==> src/rtl/pcc_pkg.sv <==
package pcc_pkg;
  localparam int unsigned CFG_W      = 13;
  localparam int unsigned DM_W       = 3;
  localparam int unsigned DM_LSB     = 10;
  localparam int unsigned OWNER_BIT  = 0;
  localparam int unsigned OEB_BIT    = 1;
  localparam logic [DM_W-1:0] DM_PULL_DOWN = 3'b010;
  localparam logic [DM_W-1:0] DM_PULL_UP   = 3'b011;

  typedef enum logic {
    OWNER_USER = 1'b0,
    OWNER_MGMT = 1'b1
  } pad_owner_e;

  typedef enum logic [1:0] {
    PULL_NONE = 2'd0,
    PULL_LOW  = 2'd1,
    PULL_HIGH = 2'd2
  } pull_kind_e;

  function automatic pull_kind_e decode_pull(input logic [DM_W-1:0] dm);
    if (dm == DM_PULL_UP)        return PULL_HIGH;
    else if (dm == DM_PULL_DOWN) return PULL_LOW;
    else                         return PULL_NONE;
  endfunction
endpackage

==> src/rtl/pcc_cfg_reg.sv <==
module pcc_cfg_reg #(
  parameter int unsigned CFG_W = 13,
  parameter logic [CFG_W-1:0] RST_CFG = '0
) (
  input  logic             clk,
  input  logic             rst,
  input  logic             we,
  input  logic [CFG_W-1:0] wdata,
  output logic [CFG_W-1:0] cfg_q
);
  always_ff @(posedge clk) begin
    if (rst)     cfg_q <= RST_CFG;
    else if (we) cfg_q <= wdata;
  end

  assert_reset_value_R1: assert property (@(posedge clk)
    rst |=> cfg_q == RST_CFG);
  assert_load_R2: assert property (@(posedge clk) disable iff (rst)
    we |=> cfg_q == $past(wdata));
  assert_hold_R2: assert property (@(posedge clk) disable iff (rst)
    !we |=> $stable(cfg_q));
endmodule

==> src/rtl/pcc_pad_mux.sv <==
module pcc_pad_mux
  import pcc_pkg::*;
#(
  parameter int unsigned CFG_W = 13
) (
  input  logic [CFG_W-1:0] cfg,
  input  logic             mgmt_out,
  input  logic             mgmt_oeb,
  input  logic             user_out,
  input  logic             user_oeb,
  input  logic             pad_in,
  output logic [DM_W-1:0]  nxt_dm,
  output logic             nxt_oeb,
  output logic             nxt_out,
  output logic             nxt_mgmt_in,
  output logic             nxt_user_in
);
  pad_owner_e owner;
  pull_kind_e pull;
  logic       sel_out;
  logic       sel_oeb;

  always_comb begin
    owner  = pad_owner_e'(cfg[OWNER_BIT]);
    nxt_dm = cfg[DM_LSB +: DM_W];
    pull   = decode_pull(nxt_dm);
    if (owner == OWNER_MGMT) begin
      sel_out = mgmt_out;
      sel_oeb = mgmt_oeb;
    end else begin
      sel_out = user_out;
      sel_oeb = user_oeb;
    end
    // Output-disable is a plain configuration bit: pulls never touch it.
    nxt_oeb = cfg[OEB_BIT] | sel_oeb;
    case (pull)
      PULL_HIGH: nxt_out = 1'b1;
      PULL_LOW:  nxt_out = 1'b0;
      default:   nxt_out = sel_out;
    endcase
    nxt_user_in = pad_in;
    nxt_mgmt_in = (owner == OWNER_MGMT) ? pad_in : 1'b0;
  end
endmodule

==> src/rtl/pcc_out_stage.sv <==
module pcc_out_stage
  import pcc_pkg::*;
#(
  parameter logic [DM_W-1:0] RST_DM = 3'b001
) (
  input  logic            clk,
  input  logic            rst,
  input  logic [DM_W-1:0] nxt_dm,
  input  logic            nxt_oeb,
  input  logic            nxt_out,
  input  logic            nxt_mgmt_in,
  input  logic            nxt_user_in,
  output logic [DM_W-1:0] pad_dm,
  output logic            pad_oeb,
  output logic            pad_out,
  output logic            mgmt_in,
  output logic            user_in
);
  always_ff @(posedge clk) begin
    if (rst) begin
      pad_dm  <= RST_DM;
      pad_oeb <= 1'b1;
      pad_out <= 1'b0;
      mgmt_in <= 1'b0;
      user_in <= 1'b0;
    end else begin
      pad_dm  <= nxt_dm;
      pad_oeb <= nxt_oeb;
      pad_out <= nxt_out;
      mgmt_in <= nxt_mgmt_in;
      user_in <= nxt_user_in;
    end
  end
endmodule

==> src/rtl/pad_cfg_ctrl.sv <==
module pad_cfg_ctrl
  import pcc_pkg::*;
#(
  parameter logic [CFG_W-1:0] RST_CFG = 13'h0403
) (
  input  logic             clk,
  input  logic             rst,
  input  logic             cfg_we,
  input  logic [CFG_W-1:0] cfg_wdata,
  input  logic             mgmt_out,
  input  logic             mgmt_oeb,
  input  logic             user_out,
  input  logic             user_oeb,
  input  logic             pad_in,
  output logic [DM_W-1:0]  pad_dm,
  output logic             pad_oeb,
  output logic             pad_out,
  output logic             mgmt_in,
  output logic             user_in
);
  localparam logic [DM_W-1:0] RST_DM = RST_CFG[DM_LSB +: DM_W];

  logic [CFG_W-1:0] cfg_q;
  logic [DM_W-1:0]  nxt_dm;
  logic             nxt_oeb, nxt_out, nxt_mgmt_in, nxt_user_in;

  pcc_cfg_reg #(.CFG_W(CFG_W), .RST_CFG(RST_CFG)) u_cfg (
    .clk(clk), .rst(rst), .we(cfg_we), .wdata(cfg_wdata), .cfg_q(cfg_q)
  );

  pcc_pad_mux #(.CFG_W(CFG_W)) u_mux (
    .cfg(cfg_q), .mgmt_out(mgmt_out), .mgmt_oeb(mgmt_oeb),
    .user_out(user_out), .user_oeb(user_oeb), .pad_in(pad_in),
    .nxt_dm(nxt_dm), .nxt_oeb(nxt_oeb), .nxt_out(nxt_out),
    .nxt_mgmt_in(nxt_mgmt_in), .nxt_user_in(nxt_user_in)
  );

  pcc_out_stage #(.RST_DM(RST_DM)) u_out (
    .clk(clk), .rst(rst),
    .nxt_dm(nxt_dm), .nxt_oeb(nxt_oeb), .nxt_out(nxt_out),
    .nxt_mgmt_in(nxt_mgmt_in), .nxt_user_in(nxt_user_in),
    .pad_dm(pad_dm), .pad_oeb(pad_oeb), .pad_out(pad_out),
    .mgmt_in(mgmt_in), .user_in(user_in)
  );

  // Configuration word against pad outputs, one registered cycle apart.
  assert_dm_pass_R3: assert property (@(posedge clk) disable iff (rst)
    1'b1 |=> pad_dm == $past(cfg_q[DM_LSB +: DM_W]));
  assert_pull_up_R6: assert property (@(posedge clk) disable iff (rst)
    cfg_q[DM_LSB +: DM_W] == DM_PULL_UP |=> pad_out);
  assert_pull_down_R7: assert property (@(posedge clk) disable iff (rst)
    cfg_q[DM_LSB +: DM_W] == DM_PULL_DOWN |=> !pad_out);
  assert_oeb_forced_R5: assert property (@(posedge clk) disable iff (rst)
    cfg_q[OEB_BIT] |=> pad_oeb);
  assert_oeb_mgmt_R8: assert property (@(posedge clk) disable iff (rst)
    (!cfg_q[OEB_BIT] && cfg_q[OWNER_BIT]) |=> pad_oeb == $past(mgmt_oeb));
  assert_oeb_user_R8: assert property (@(posedge clk) disable iff (rst)
    (!cfg_q[OEB_BIT] && !cfg_q[OWNER_BIT]) |=> pad_oeb == $past(user_oeb));
  assert_user_in_R9: assert property (@(posedge clk) disable iff (rst)
    1'b1 |=> user_in == $past(pad_in));
  assert_mgmt_in_user_R9: assert property (@(posedge clk) disable iff (rst)
    !cfg_q[OWNER_BIT] |=> !mgmt_in);
endmodule

==> config.mk <==
export PLATFORM = sky130hd
export DESIGN_NAME = pad_cfg_ctrl
export DESIGN_NICKNAME = d
export VERILOG_FILES = /design/src/rtl/pcc_pkg.sv /design/src/rtl/pcc_cfg_reg.sv /design/src/rtl/pcc_pad_mux.sv /design/src/rtl/pcc_out_stage.sv /design/src/rtl/pad_cfg_ctrl.sv
export SDC_FILE = /design/constraint.sdc
export NUM_CORES = 1
export LEC_CHECK = 0
export ABC_AREA = 1
export BUFFER_PORTS_ARGS = -buffer_cell sky130_fd_sc_hd__buf_4
export CAP_MARGIN = 20
export CORE_AREA = 2 2 39 41
export CTS_BUF_LIST = sky130_fd_sc_hd__clkbuf_16
export DETAILED_ROUTE_END_ITERATION = 10
export DIE_AREA = 0 0 41 43
export PLACE_DENSITY = 0.59
export SLEW_MARGIN = 20
export SYNTH_ARGS = -nofsm -noshare
export SYNTH_HDL_FRONTEND = slang
export SYNTH_SLANG_ARGS = --single-unit
==> constraint.sdc <==
create_clock -name clk -period 1.4 [get_ports clk]
set_input_delay 0.28 -clock clk [delete_from_list [all_inputs] [get_ports clk]]
set_output_delay 0.28 -clock clk [all_outputs]
set_load 0.05 [all_outputs]
==> metrics.md, run 1 <==
| Metric | Value |
|---|---|
| Overall die area | 1760 um^2 |
| Vias per cell | 4.33 |
| WL/cell | 9.27 um |
| Number of distinct library cells after synthesis | 13 |
| Critical Path Source Type | flip-flop |
| Antenna violations before repair | 0 |
| Last weighted congestion value of the routability-driven placer | 0.645 |
| Vias in the first global route | 329 |
| Final layout net count | 91 |
| Setup violations, final | 0 |
| Worst endpoint required time | 1.12 ns |
| Post-CTS setup buffer count | 0 |
| Clock tree root buffer cell | sky130_fd_sc_hd__clkbuf_16 |
| Family of cells with the greatest summed delay on the critical path | flip-flops |
| Count of antenna-violating nets left after detailed routing | 0 |
| Mapped Nets | 68 |
| Site row count | 14 |
| Width of the die | 41 um |
| Class of the most critical setup path | flip-flop to output pin |
| Effective utilization at floorplan | 29.2% |
| Buffers added on ports | 19 |
| Filler cells | 144 |
| Post-synthesis sequential element count | 12 |
| Clock tree from TritonCTS | yes |
| Timing-limited maximum frequency | 984 MHz |
| Core Box Area | 1380 um^2 |
| Grt total ovfl | 0 |
| Slew @ Worst Pin | 0.127 ns |
| RSZ-0062 raised after global routing | no |
| Max-Slew Margin vs Limit | 91.5% |
| Synthesis Warnings | 0 |
| Classification of the worst-slack hold path | primary input to flip-flop |
| Crit Path Max Fanout | 1 |
| Drt total wl | 788 um |
| Synthesized area | 404 um^2 |
| Most area-hungry cell type in the Yosys netlist | sky130_fd_sc_hd__dfxtp_1 |
| Pins over their slew limit | 0 |
| Status | finished, final reports clean |
| Worst hold margin | 0.249 ns |
| Wire length of the first global-routing pass | 1.23 mm |
| Clock-pin transition on the worst setup and hold timing paths | 0.04 ns |
| Synth top area cells | sky130_fd_sc_hd__dfxtp_1, sky130_fd_sc_hd__a21oi_1, sky130_fd_sc_hd__nand2_1 |
| Power Dens Cells | 1590 nW/um^2 |
| Overall fraction of global-route tracks in use | 10.8% |
| Fraction of synthesized cell area taken by the top area cell type | 59.4% |
| Layout Skew | 0.00148 ns |
| N_diodes | 0 |
| Sum of negative setup slack | 0 ns |
| Number of I/O pins | 28 |
| Detailed-placement wirelength estimate | 601 um |
| Maximum buffer depth of the clock tree | 2 |
| Maximum number of pins on one net before global-route repair | 9 |
| Footprint of the multi-input gates | 121 um^2 |
| List of cells traversed by the critical path | buf_4 |
| Detailed-route via count | 368 |
| Post-CTS Resized | 0 |
| Hold Vio Cnt, Final | 0 |
| Area growth, synth to finish | 57.0% |
| Count of mapped cells out of synthesis | 47 |
| Static Leak | 0.000317 uW |
| Drt first-iter violations | 0 |
| CTS Hold Bufs | 0 |
| Worst reg2reg setup slack | 0.66 ns |
| Final min period | 1.02 ns |
| Crit-path slowest cell | sky130_fd_sc_hd__dfxtp_1 |
| Commonest cells after routing, fill and taps aside | sky130_fd_sc_hd__buf_4, sky130_fd_sc_hd__dfxtp_1, sky130_fd_sc_hd__nand2_1 |
| Final period utilization | 72.6% |
| Most common cell after layout, fill and taps aside | sky130_fd_sc_hd__buf_4 |
| Max-cap violations | 0 |
| Number of H-tree levels | 1 |
| Post-detailed-route DRC marker count | 0 |
| Die span in y | 43 um |
| CP arrival | 0.74 ns |
| Number of buffers created by CTS | 3 |
| Sequential area share after synthesis | 59.4% |
| Sequential cell area | 240 um^2 |
| Critical path buffer and inverter count | 1 |
| Maximum cell stage delay along the critical path | 0.31 ns |
| Proportion of layout cells with a drive suffix above 1 | 36.2% |
| Synthesized area divided by synthesized cell count | 8.60 um^2 |
| Clock latency reported for the late side of the worst-skew pair | 0.24 ns |
| Critical Path Sink Type | output pin |
| Worst IR drop on VDD | 0.000623 V |
| Clock net sink count | 12 |
| Pre-Repair DR Iteration Count | 1 |
## cell usage after synthesis
library cell / number
sky130_fd_sc_hd__nor2_1: 6
sky130_fd_sc_hd__o21ai_2: 1
sky130_fd_sc_hd__nor3_1: 1
sky130_fd_sc_hd__inv_2: 1
sky130_fd_sc_hd__nand2_1: 8
sky130_fd_sc_hd__dfxtp_1: 12
sky130_fd_sc_hd__a21oi_1: 6
sky130_fd_sc_hd__nand3_1: 2
sky130_fd_sc_hd__buf_6: 1
sky130_fd_sc_hd__clkinv_4: 1
sky130_fd_sc_hd__o21ai_0: 2
sky130_fd_sc_hd__inv_1: 5
sky130_fd_sc_hd__o21ai_1: 1
## state kept, by name, summed over array words and instances, names as in the netlist
name           flops
u_cfg.cfg_q        5
u_out.pad_oeb      1
u_out.user_in      1
u_out.pad_dm       3
u_out.mgmt_in      1
u_out.pad_out      1
## area by class of cell
class	instances	area share [%]
sequential	12	37.9
timing repair buffer	19	22.5
clock inverter	1	0.592
clock buffer	3	11.8
tap	16	3.16
multi-input combinational	27	19.1
inverter	7	4.93
## through the flow
stage	power, uW	instances	setup slack, ns	util, %	instance area (um^2)
final	1010	85	0.384	45.8	634
after detailed placement	502	81	0.626	40.1	556
after global routing	1050	85	0.364	45.8	634
after CTS	1020	85	0.373	45.8	634
after floorplan	453	47	0.533	-	404
after global placement	501	81	0.642	40.1	556
## path summary, 6_finish.rpt
check,start,cells after the start,to
hold reg to reg,u_cfg.cfg_q[10],2,u_out.pad_dm[0]
setup / recovery,u_out.pad_oeb,1,pad_oeb
hold / removal,user_oeb,3,u_out.pad_oeb
setup reg to reg,u_cfg.cfg_q[0],5,u_out.pad_out
## per-layer routing
layer / global-route usage, % / part of all wire [%] / up-vias
met1: 11.1 / 38 / 157
li1: - / - / 194
met2: 16.3 / 51 / 15
met5: 0 / 0 / -
met3: 4.71 / 8.5 / 2
met4: 8.00 / 2.4 / 0
## logic make-up (layout without fill, tap and decap cells)
family | count (synthesis) | after routing | share of synthesized area [%]
AOI/OAI and AO/OA | 10 | 10 | 13.3
buffers and inverters | 8 | 30 | 10.5
DFF | 12 | 12 | 59.4
and+or+nand+nor | 17 | 17 | 16.7
## power breakdown
group	switching, uW	internal, uW
combinational	74.3	49.0
sequential	7.16	364
clock	137	375
total	218	788
No activity file was read; power rests on OpenSTA's default activity.
==> inputs of run 2 (changes only) <==
--- a/config.mk
+++ b/config.mk
@@ -5,7 +5,7 @@
 export SDC_FILE = /design/constraint.sdc
 export NUM_CORES = 1
 export LEC_CHECK = 0
-export ABC_AREA = 1
+export ABC_AREA = 0
 export BUFFER_PORTS_ARGS = -buffer_cell sky130_fd_sc_hd__buf_4
 export CAP_MARGIN = 20
 export CORE_AREA = 2 2 39 41
==> constraint.sdc (replaced) <==
create_clock -name clk -period 1 [get_ports clk]
set_input_delay 0.2 -clock clk [delete_from_list [all_inputs] [get_ports clk]]
set_output_delay 0.2 -clock clk [all_outputs]
set_load 0.05 [all_outputs]
==> metrics.md, run 2 <==
| Metric | Value |
|---|---|
| Sequential cell area | 240 um^2 (unchanged) |
| Timing-limited maximum frequency | 1080 MHz |
| Post-detailed-route DRC marker count | 0 (unchanged) |
| Synthesized area divided by synthesized cell count | 11.3 um^2 (+32%) |
| Post-CTS setup buffer count | 0 (unchanged) |
| Width of the die | 41 um (unchanged) |
| Sequential area share after synthesis | 58.9% (-0.55 points) |
| Class of the most critical setup path | flip-flop to output pin |
| Maximum number of pins on one net before global-route repair | 12 (+3) |
| Overall die area | 1760 um^2 (unchanged) |
| Number of buffers created by CTS | 3 (unchanged) |
| Hold depth | 2 (-1) |
| Vias per cell | 4.25 (-1.8%) |
| Family of cells with the greatest summed delay on the critical path | flip-flops |
| Post-synthesis sequential element count | 12 (unchanged) |
| Number of H-tree levels | 1 (unchanged) |
| Detailed-route via count | 306 (-17%) |
| Primary flip-flop cell chosen by synthesis mapping | sky130_fd_sc_hd__dfxtp_1 |
| Pre-Repair DR Iteration Count | 3 (+2) |
| Sum of negative setup slack | 0 ns (unchanged) |
| Hold Path End | u_cfg.cfg_q[10] |
| Worst reg2reg path startpoint | u_cfg.cfg_q[11] |
| Clock net sink count | 12 (unchanged) |
| Maximum cell stage delay along the critical path | 0.31 ns (about the same) |
| Clock tree root buffer cell | sky130_fd_sc_hd__clkbuf_16 |
| Fraction of synthesized cell area taken by the top area cell type | 58.9% (-0.55 points) |
| Status | finished, final reports clean |
| Post-CTS Resized | 0 (unchanged) |
| Crit Path Max Fanout | 1 (unchanged) |
| Crit-path slowest cell | sky130_fd_sc_hd__dfxtp_1 |
| Number of I/O pins | 28 (unchanged) |
| Proportion of layout cells with a drive suffix above 1 | 44.6% (+8.4 points) |
| CP arrival | 0.73 ns (about the same) |
| Critical Path Source Type | flip-flop |
| List of cells traversed by the critical path | buf_4 |
| Drt first-iter violations | 2 (+2) |
| Max-Slew Margin vs Limit | 90.3% (-1.1 points) |
| Number of distinct library cells after synthesis | 13 (unchanged) |
| Launch instance of the worst min-delay path | cfg_wdata[10] |
| CTS Hold Bufs | 0 (unchanged) |
| Most area-hungry cell type in the Yosys netlist | sky130_fd_sc_hd__dfxtp_1 |
| Largest registers | u_cfg.cfg_q: 5 flops, u_out.pad_dm: 3 flops |
| Count of antenna-violating nets left after detailed routing | 0 (unchanged) |
| Final min period | 0.928 ns |
| Share of flip-flops with an asynchronous set or reset | 0% (unchanged) |
| Clock latency reported for the late side of the worst-skew pair | 0.23 ns (about the same) |
| Core Box Area | 1380 um^2 (unchanged) |
| Filler cells | 139 (-3.5%) |
| Overall power of the completed layout | 1370 uW (+36%) |
| Overall fraction of global-route tracks in use | 9.90% (-0.89 points) |
| Most common cell after layout, fill and taps aside | sky130_fd_sc_hd__buf_4 |
| N_diodes | 0 (unchanged) |
| Last weighted congestion value of the routability-driven placer | 0.637 (-1.2%) |
| Mapped Nets | 57 (-16%) |
| Area growth, synth to finish | 55.8% |
| Effective utilization at floorplan | 29.5% (+0.27 points) |
| Wire length of the first global-routing pass | 1.09 mm (-11%) |
| Layout Skew | 0.000295 ns (-0.00118 ns) |
| Synthesis Warnings | 0 (unchanged) |
| EDFF count, synth | 0 (unchanged) |
| Final layout net count | 79 (-13%) |
| Final core utilization | 45.9% (+0.090 points) |
| Footprint of the multi-input gates | 158 um^2 (+30%) |
| Hold Vio Cnt, Final | 0 (unchanged) |
| Count of mapped cells out of synthesis | 36 (-23%) |
| Critical Path Sink Type | output pin |
| Static Leak | 0.000298 uW (-5.8%) |
| Register with the highest flop count | u_cfg.cfg_q |
| Worst reg2reg setup slack | 0.17 ns (-0.49 ns) |
| WL/cell | 9.44 um (+1.9%) |
| Worst IR drop on VDD | 0.000670 V (+7.6%) |
| Vias in the first global route | 282 (-14%) |
| Setup violations, final | 0 (unchanged) |
| Max-cap violations | 0 (unchanged) |
| Detailed-placement wirelength estimate | 490 um (-19%) |
| Classification of the worst-slack hold path | primary input to flip-flop |
| Clock-pin transition on the worst setup and hold timing paths | 0.04 ns (about the same) |
| Critical path buffer and inverter count | 1 (unchanged) |
| Top post-synthesis cells by count | sky130_fd_sc_hd__dfxtp_1, sky130_fd_sc_hd__nor2b_1, sky130_fd_sc_hd__mux2i_1 |
| Buffers added on ports | 19 (unchanged) |
| Flip-flop count of the largest register, all copies and words added | 5 (unchanged) |
| Final period utilization | 92.8% |
| Commonest cells after routing, fill and taps aside | sky130_fd_sc_hd__buf_4, sky130_fd_sc_hd__dfxtp_1, sky130_fd_sc_hd__nor2b_1 |
| RSZ-0062 raised after global routing | no |
| Power Dens Cells | 2160 nW/um^2 (+36%) |
| Count of cells along the worst register-to-register path | 2 (-3) |
| Drt total wl | 680 um (-14%) |
| Slew @ Worst Pin | 0.141 ns (+0.0141 ns) |
| Site row count | 14 (unchanged) |
| Antenna violations before repair | 0 (unchanged) |
| Clock tree from TritonCTS | yes |
| Grt total ovfl | 0 (unchanged) |
| Maximum buffer depth of the clock tree | 2 (unchanged) |
| Pins over their slew limit | 0 (unchanged) |
| Die span in y | 43 um (unchanged) |
| Critical R2R Capture | u_out.pad_out |
| Worst endpoint required time | 0.80 ns (-0.32 ns) |
| Count leader, synth | sky130_fd_sc_hd__dfxtp_1 |
| Synthesized area | 408 um^2 (+0.93%) |
| Synth top area cells | sky130_fd_sc_hd__dfxtp_1, sky130_fd_sc_hd__mux2i_1, sky130_fd_sc_hd__nor2b_1 |
-- run 2: cell types whose count changed after synthesis, moves of 4 or more --
cell	before	now
sky130_fd_sc_hd__nand2_1	8	1
sky130_fd_sc_hd__a21oi_1	6	0
sky130_fd_sc_hd__inv_1	5	0
sky130_fd_sc_hd__nor2b_1	0	5
sky130_fd_sc_hd__mux2i_1	0	4
-- run 2: through the flow --
step	hold WS [ns]	std cells	cell area [um^2]	setup WS, ns
CTS	0.170	72	636	0.0691
floorplan	0.279	36	408	0.213
detailed placement	0.410	69	561	0.165
global route	0.165	72	636	0.0441
finish	0.171	72	636	0.0718
global placement	0.409	69	561	0.165
-- run 2: worst max path at each step --
stage                    start              to  slack [ns]  depth (start not counted)
6_report       u_out.pad_dm[0]       pad_dm[0]        0.07                          1
5_1_grt          u_out.pad_oeb         pad_oeb        0.04                          1
4_1_cts        u_out.pad_dm[0]       pad_dm[0]        0.07                          1
3_5_place_dp   u_cfg.cfg_q[11]   u_out.pad_out        0.16                          2
3_3_place_gp   u_cfg.cfg_q[11]   u_out.pad_out        0.17                          2
2_1_floorplan   u_cfg.cfg_q[0]  u_cfg.cfg_q[0]        0.21                          2
-- run 2: cells by family (layout without fill, tap and decap cells) --
family	Yosys count	count (layout)	share of synthesized area, %
AND/OR/NAND/NOR	14	14	20.6
flip-flops	12	12	58.9
AO/OA/AOI/OAI	4	4	8.28
multiplexers	4	4	9.82
buffers and inverters	2	22	2.45
-- run 2: per-layer routing --
metal / GRT usage (%) / wire length, um / up-vias
li1: - / - / 161
met1: 11.5 / 276 / 129
met2: 12.2 / 323 / 14
met3: 4.71 / 65 / 2
met4: 10.0 / 14 / 0
met5: 0 / 0 / -
-- run 2: layout make-up --
cell class | instances | share of cell area (%)
Sequential cell | 12 | 37.8
Timing Repair Buffer | 19 | 22.4
Multi-Input combinational cell | 22 | 24.8
Tap cell | 16 | 3.15
Clock buffer | 3 | 11.8
-- run 2: power breakdown --
| part | internal [uW] | leakage (uW) | switching, uW | total [uW] |
|---|---|---|---|---|
| Sequential | 509 | 0.0000993 | 12.9 | 522 |
| Combinational | 76.4 | 0.000162 | 83.8 | 160 |
| Clock | 517 | 0.0000370 | 171 | 688 |
| Total | 1100 | 0.000298 | 268 | 1370 |
==> inputs of run 3 (changes only) <==
--- a/config.mk
+++ b/config.mk
@@ -6,7 +6,7 @@
 export NUM_CORES = 1
 export LEC_CHECK = 0
 export ABC_AREA = 0
-export BUFFER_PORTS_ARGS = -buffer_cell sky130_fd_sc_hd__buf_4
+export BUFFER_PORTS_ARGS = -buffer_cell sky130_fd_sc_hd__buf_2
 export CAP_MARGIN = 20
 export CORE_AREA = 2 2 39 41
 export CTS_BUF_LIST = sky130_fd_sc_hd__clkbuf_16
==> metrics.md, run 3 (same netlist as run 2, synthesis figures left out) <==
| Metric | Value |
|---|---|
| Clock tree root buffer cell | sky130_fd_sc_hd__clkbuf_16 |
| Commonest cells after routing, fill and taps aside | sky130_fd_sc_hd__buf_2, sky130_fd_sc_hd__dfxtp_1, sky130_fd_sc_hd__nor2b_1, sky130_fd_sc_hd__clkbuf_4, sky130_fd_sc_hd__mux2i_1 |
| Slew @ Worst Pin | 0.246 ns (+0.105 ns) |
| Highest metal layer with signal wires | met4 |
| Max-cap violations | 0 (unchanged) |
| Count of antenna-violating nets left after detailed routing | 0 (unchanged) |
| Critical R2R Capture | u_out.pad_out |
| Final layout net count | 79 (unchanged) |
| Clock-pin transition on the worst setup and hold timing paths | 0.04 ns (about the same) |
| WL/cell | 9.36 um (-0.88%) |
| Sum of negative setup slack | 0 ns (unchanged) |
| Overall fraction of global-route tracks in use | 9.17% (-0.73 points) |
| Wire length of the first global-routing pass | 972 um (-11%) |
| Pre-Repair DR Iteration Count | 4 (+1) |
| Max-Slew Margin vs Limit | 83.7% (-6.6 points) |
| Setup violations, final | 0 (unchanged) |
| Maximum buffer depth of the clock tree | 2 (unchanged) |
| Clock tree from TritonCTS | yes |
| Critical Path Sink Type | output pin |
| Crit Path Max Fanout | 1 (unchanged) |
| Number of H-tree levels | 1 (unchanged) |
| Antenna violations before repair | 0 (unchanged) |
| Drt first-iter violations | 3 (+1) |
| Layout Skew | 0.000506 ns (+0.000211 ns) |
| Count of cells along the worst register-to-register path | 2 (unchanged) |
| Number of I/O pins | 28 (unchanged) |
| Classification of the worst-slack hold path | primary input to flip-flop |
| Pre-CTS setup slack | 0.170 ns (+0.00481 ns) |
| CP arrival | 0.77 ns (+0.04 ns) |
| Power Dens Cells | 2270 nW/um^2 (+5.2%) |
| Final period utilization | 97.2% (+4.4 points) |
| Grt total ovfl | 0 (unchanged) |
| Filler cells | 150 (+7.9%) |
| Detailed-route via count | 303 (-0.98%) |
| Proportion of layout cells with a drive suffix above 1 | 44.6% (unchanged) |
| Maximum cell stage delay along the critical path | 0.29 ns (-0.02 ns) |
| RSZ-0062 raised after global routing | no |
| Width of the die | 41 um (unchanged) |
| Critical path buffer and inverter count | 1 (unchanged) |
| Hold Vio Cnt, Final | 0 (unchanged) |
| Timing-limited maximum frequency | 1030 MHz (-4.5%) |
| List of cells traversed by the critical path | buf_2 |
| Worst setup endpoint | pad_dm[2] |
| Overall die area | 1760 um^2 (unchanged) |
| Vias in the first global route | 246 (-13%) |
| Crit path depth | 1 (unchanged) |
| Vias per cell | 4.21 (-0.98%) |
| Worst endpoint required time | 0.80 ns (about the same) |
| Die span in y | 43 um (unchanged) |
| Worst setup path startpoint | u_out.pad_dm[2] |
| Number of buffers created by CTS | 3 (unchanged) |
| Drt total wl | 674 um (-0.88%) |
| Flip-flop count of the largest register, all copies and words added | 5 (unchanged) |
| Clock net sink count | 12 (unchanged) |
| N_diodes | 0 (unchanged) |
| Post-detailed-route DRC marker count | 0 (unchanged) |
| Final min period | 0.972 ns (+0.0441 ns) |
| Critical Path Source Type | flip-flop |
| Effective utilization at floorplan | 29.5% (unchanged) |
| Pins over their slew limit | 0 (unchanged) |
| Static Leak | 0.000287 uW (-3.9%) |
| Worst hold margin | 0.174 ns (+0.00288 ns) |
| Buffers added on ports | 19 (unchanged) |
| Routed metal-1 wire length | 293 um (+6.2%) |
| Largest registers | u_cfg.cfg_q: 5 flops, u_out.pad_dm: 3 flops |
| Worst reg2reg setup slack | 0.17 ns (about the same) |
| Routed length on met2 | 304 um (-5.9%) |
| Maximum number of pins on one net before global-route repair | 12 (unchanged) |
| Core Box Area | 1380 um^2 (unchanged) |
| Worst reg2reg path startpoint | u_cfg.cfg_q[11] |
| Clock latency reported for the late side of the worst-skew pair | 0.23 ns (about the same) |
| Met3 routed WL | 60 um (-7.7%) |
| Most common cell after layout, fill and taps aside | sky130_fd_sc_hd__buf_2 |
| Last weighted congestion value of the routability-driven placer | 0.609 (-4.4%) |
| Crit-path slowest cell | sky130_fd_sc_hd__dfxtp_1 |
| Area growth, synth to finish | 47.2% |
| Register with the highest flop count | u_cfg.cfg_q |
| Status | finished, final reports clean |
| Class of the most critical setup path | flip-flop to output pin |
| Site row count | 14 (unchanged) |
| Final WS setup | 0.0277 ns (-0.0441 ns) |
| CTS Hold Bufs | 0 (unchanged) |
| Worst IR drop on VDD | 0.000690 V (+2.9%) |
| Family of cells with the greatest summed delay on the critical path | flip-flops |
run 3: metal layers:
metal | global-route usage (%) | vias to the layer above
met5 | 0 | -
met4 | 12.0 | 0
met3 | 4.71 | 2
met2 | 10.6 | 14
met1 | 9.77 | 128
li1 | - | 159
run 3: worst min path at each step:
stage / start / end / slack, ns / depth (start not counted)
after global routing: cfg_wdata[10] / u_cfg.cfg_q[10] / 0.17 / 2
after floorplan: rst / u_out.user_in / 0.28 / 1
after global placement: cfg_wdata[1] / u_cfg.cfg_q[1] / 0.41 / 2
after detailed placement: cfg_wdata[10] / u_cfg.cfg_q[10] / 0.41 / 2
after CTS: cfg_wdata[10] / u_cfg.cfg_q[10] / 0.17 / 2
final: cfg_wdata[10] / u_cfg.cfg_q[10] / 0.17 / 2
run 3: power breakdown:
part           internal (uW)  total [uW]  leakage (uW)  switching, uW
Clock                    518         697     0.0000370            179
Combinational           60.2         144      0.000150           83.8
Sequential               508         521     0.0000993           12.3
Total                   1090        1360      0.000287            275
run 3: cell type report:
type / count / area, um^2 / area share, %
Multi-Input combinational cell: 22 / 158 / 26.2
Clock buffer: 3 / 75.1 / 12.5
Tap cell: 16 / 20.0 / 3.33
Timing Repair Buffer: 19 / 108 / 17.9
Sequential cell: 12 / 240 / 40.0
run 3: timing repair:
action / in CTS / in global routing
setup endpoints to repair: 0 / 5
buffers inserted: 0 / 0
resized for setup: 0 / 5
endpoints found under the hold margin: 0 / 0
run 3: through the flow:
stage | std cells | total power [uW] | area, um^2 | utilization, %
floorplan | 36 | 628 | 408 | -
global placement | 69 | 667 | 513 | 37.1
detailed placement | 69 | 668 | 513 | 37.1
CTS | 72 | 1380 | 588 | 42.5
global route | 72 | 1420 | 601 | 43.4
finish | 72 | 1360 | 601 | 43.4
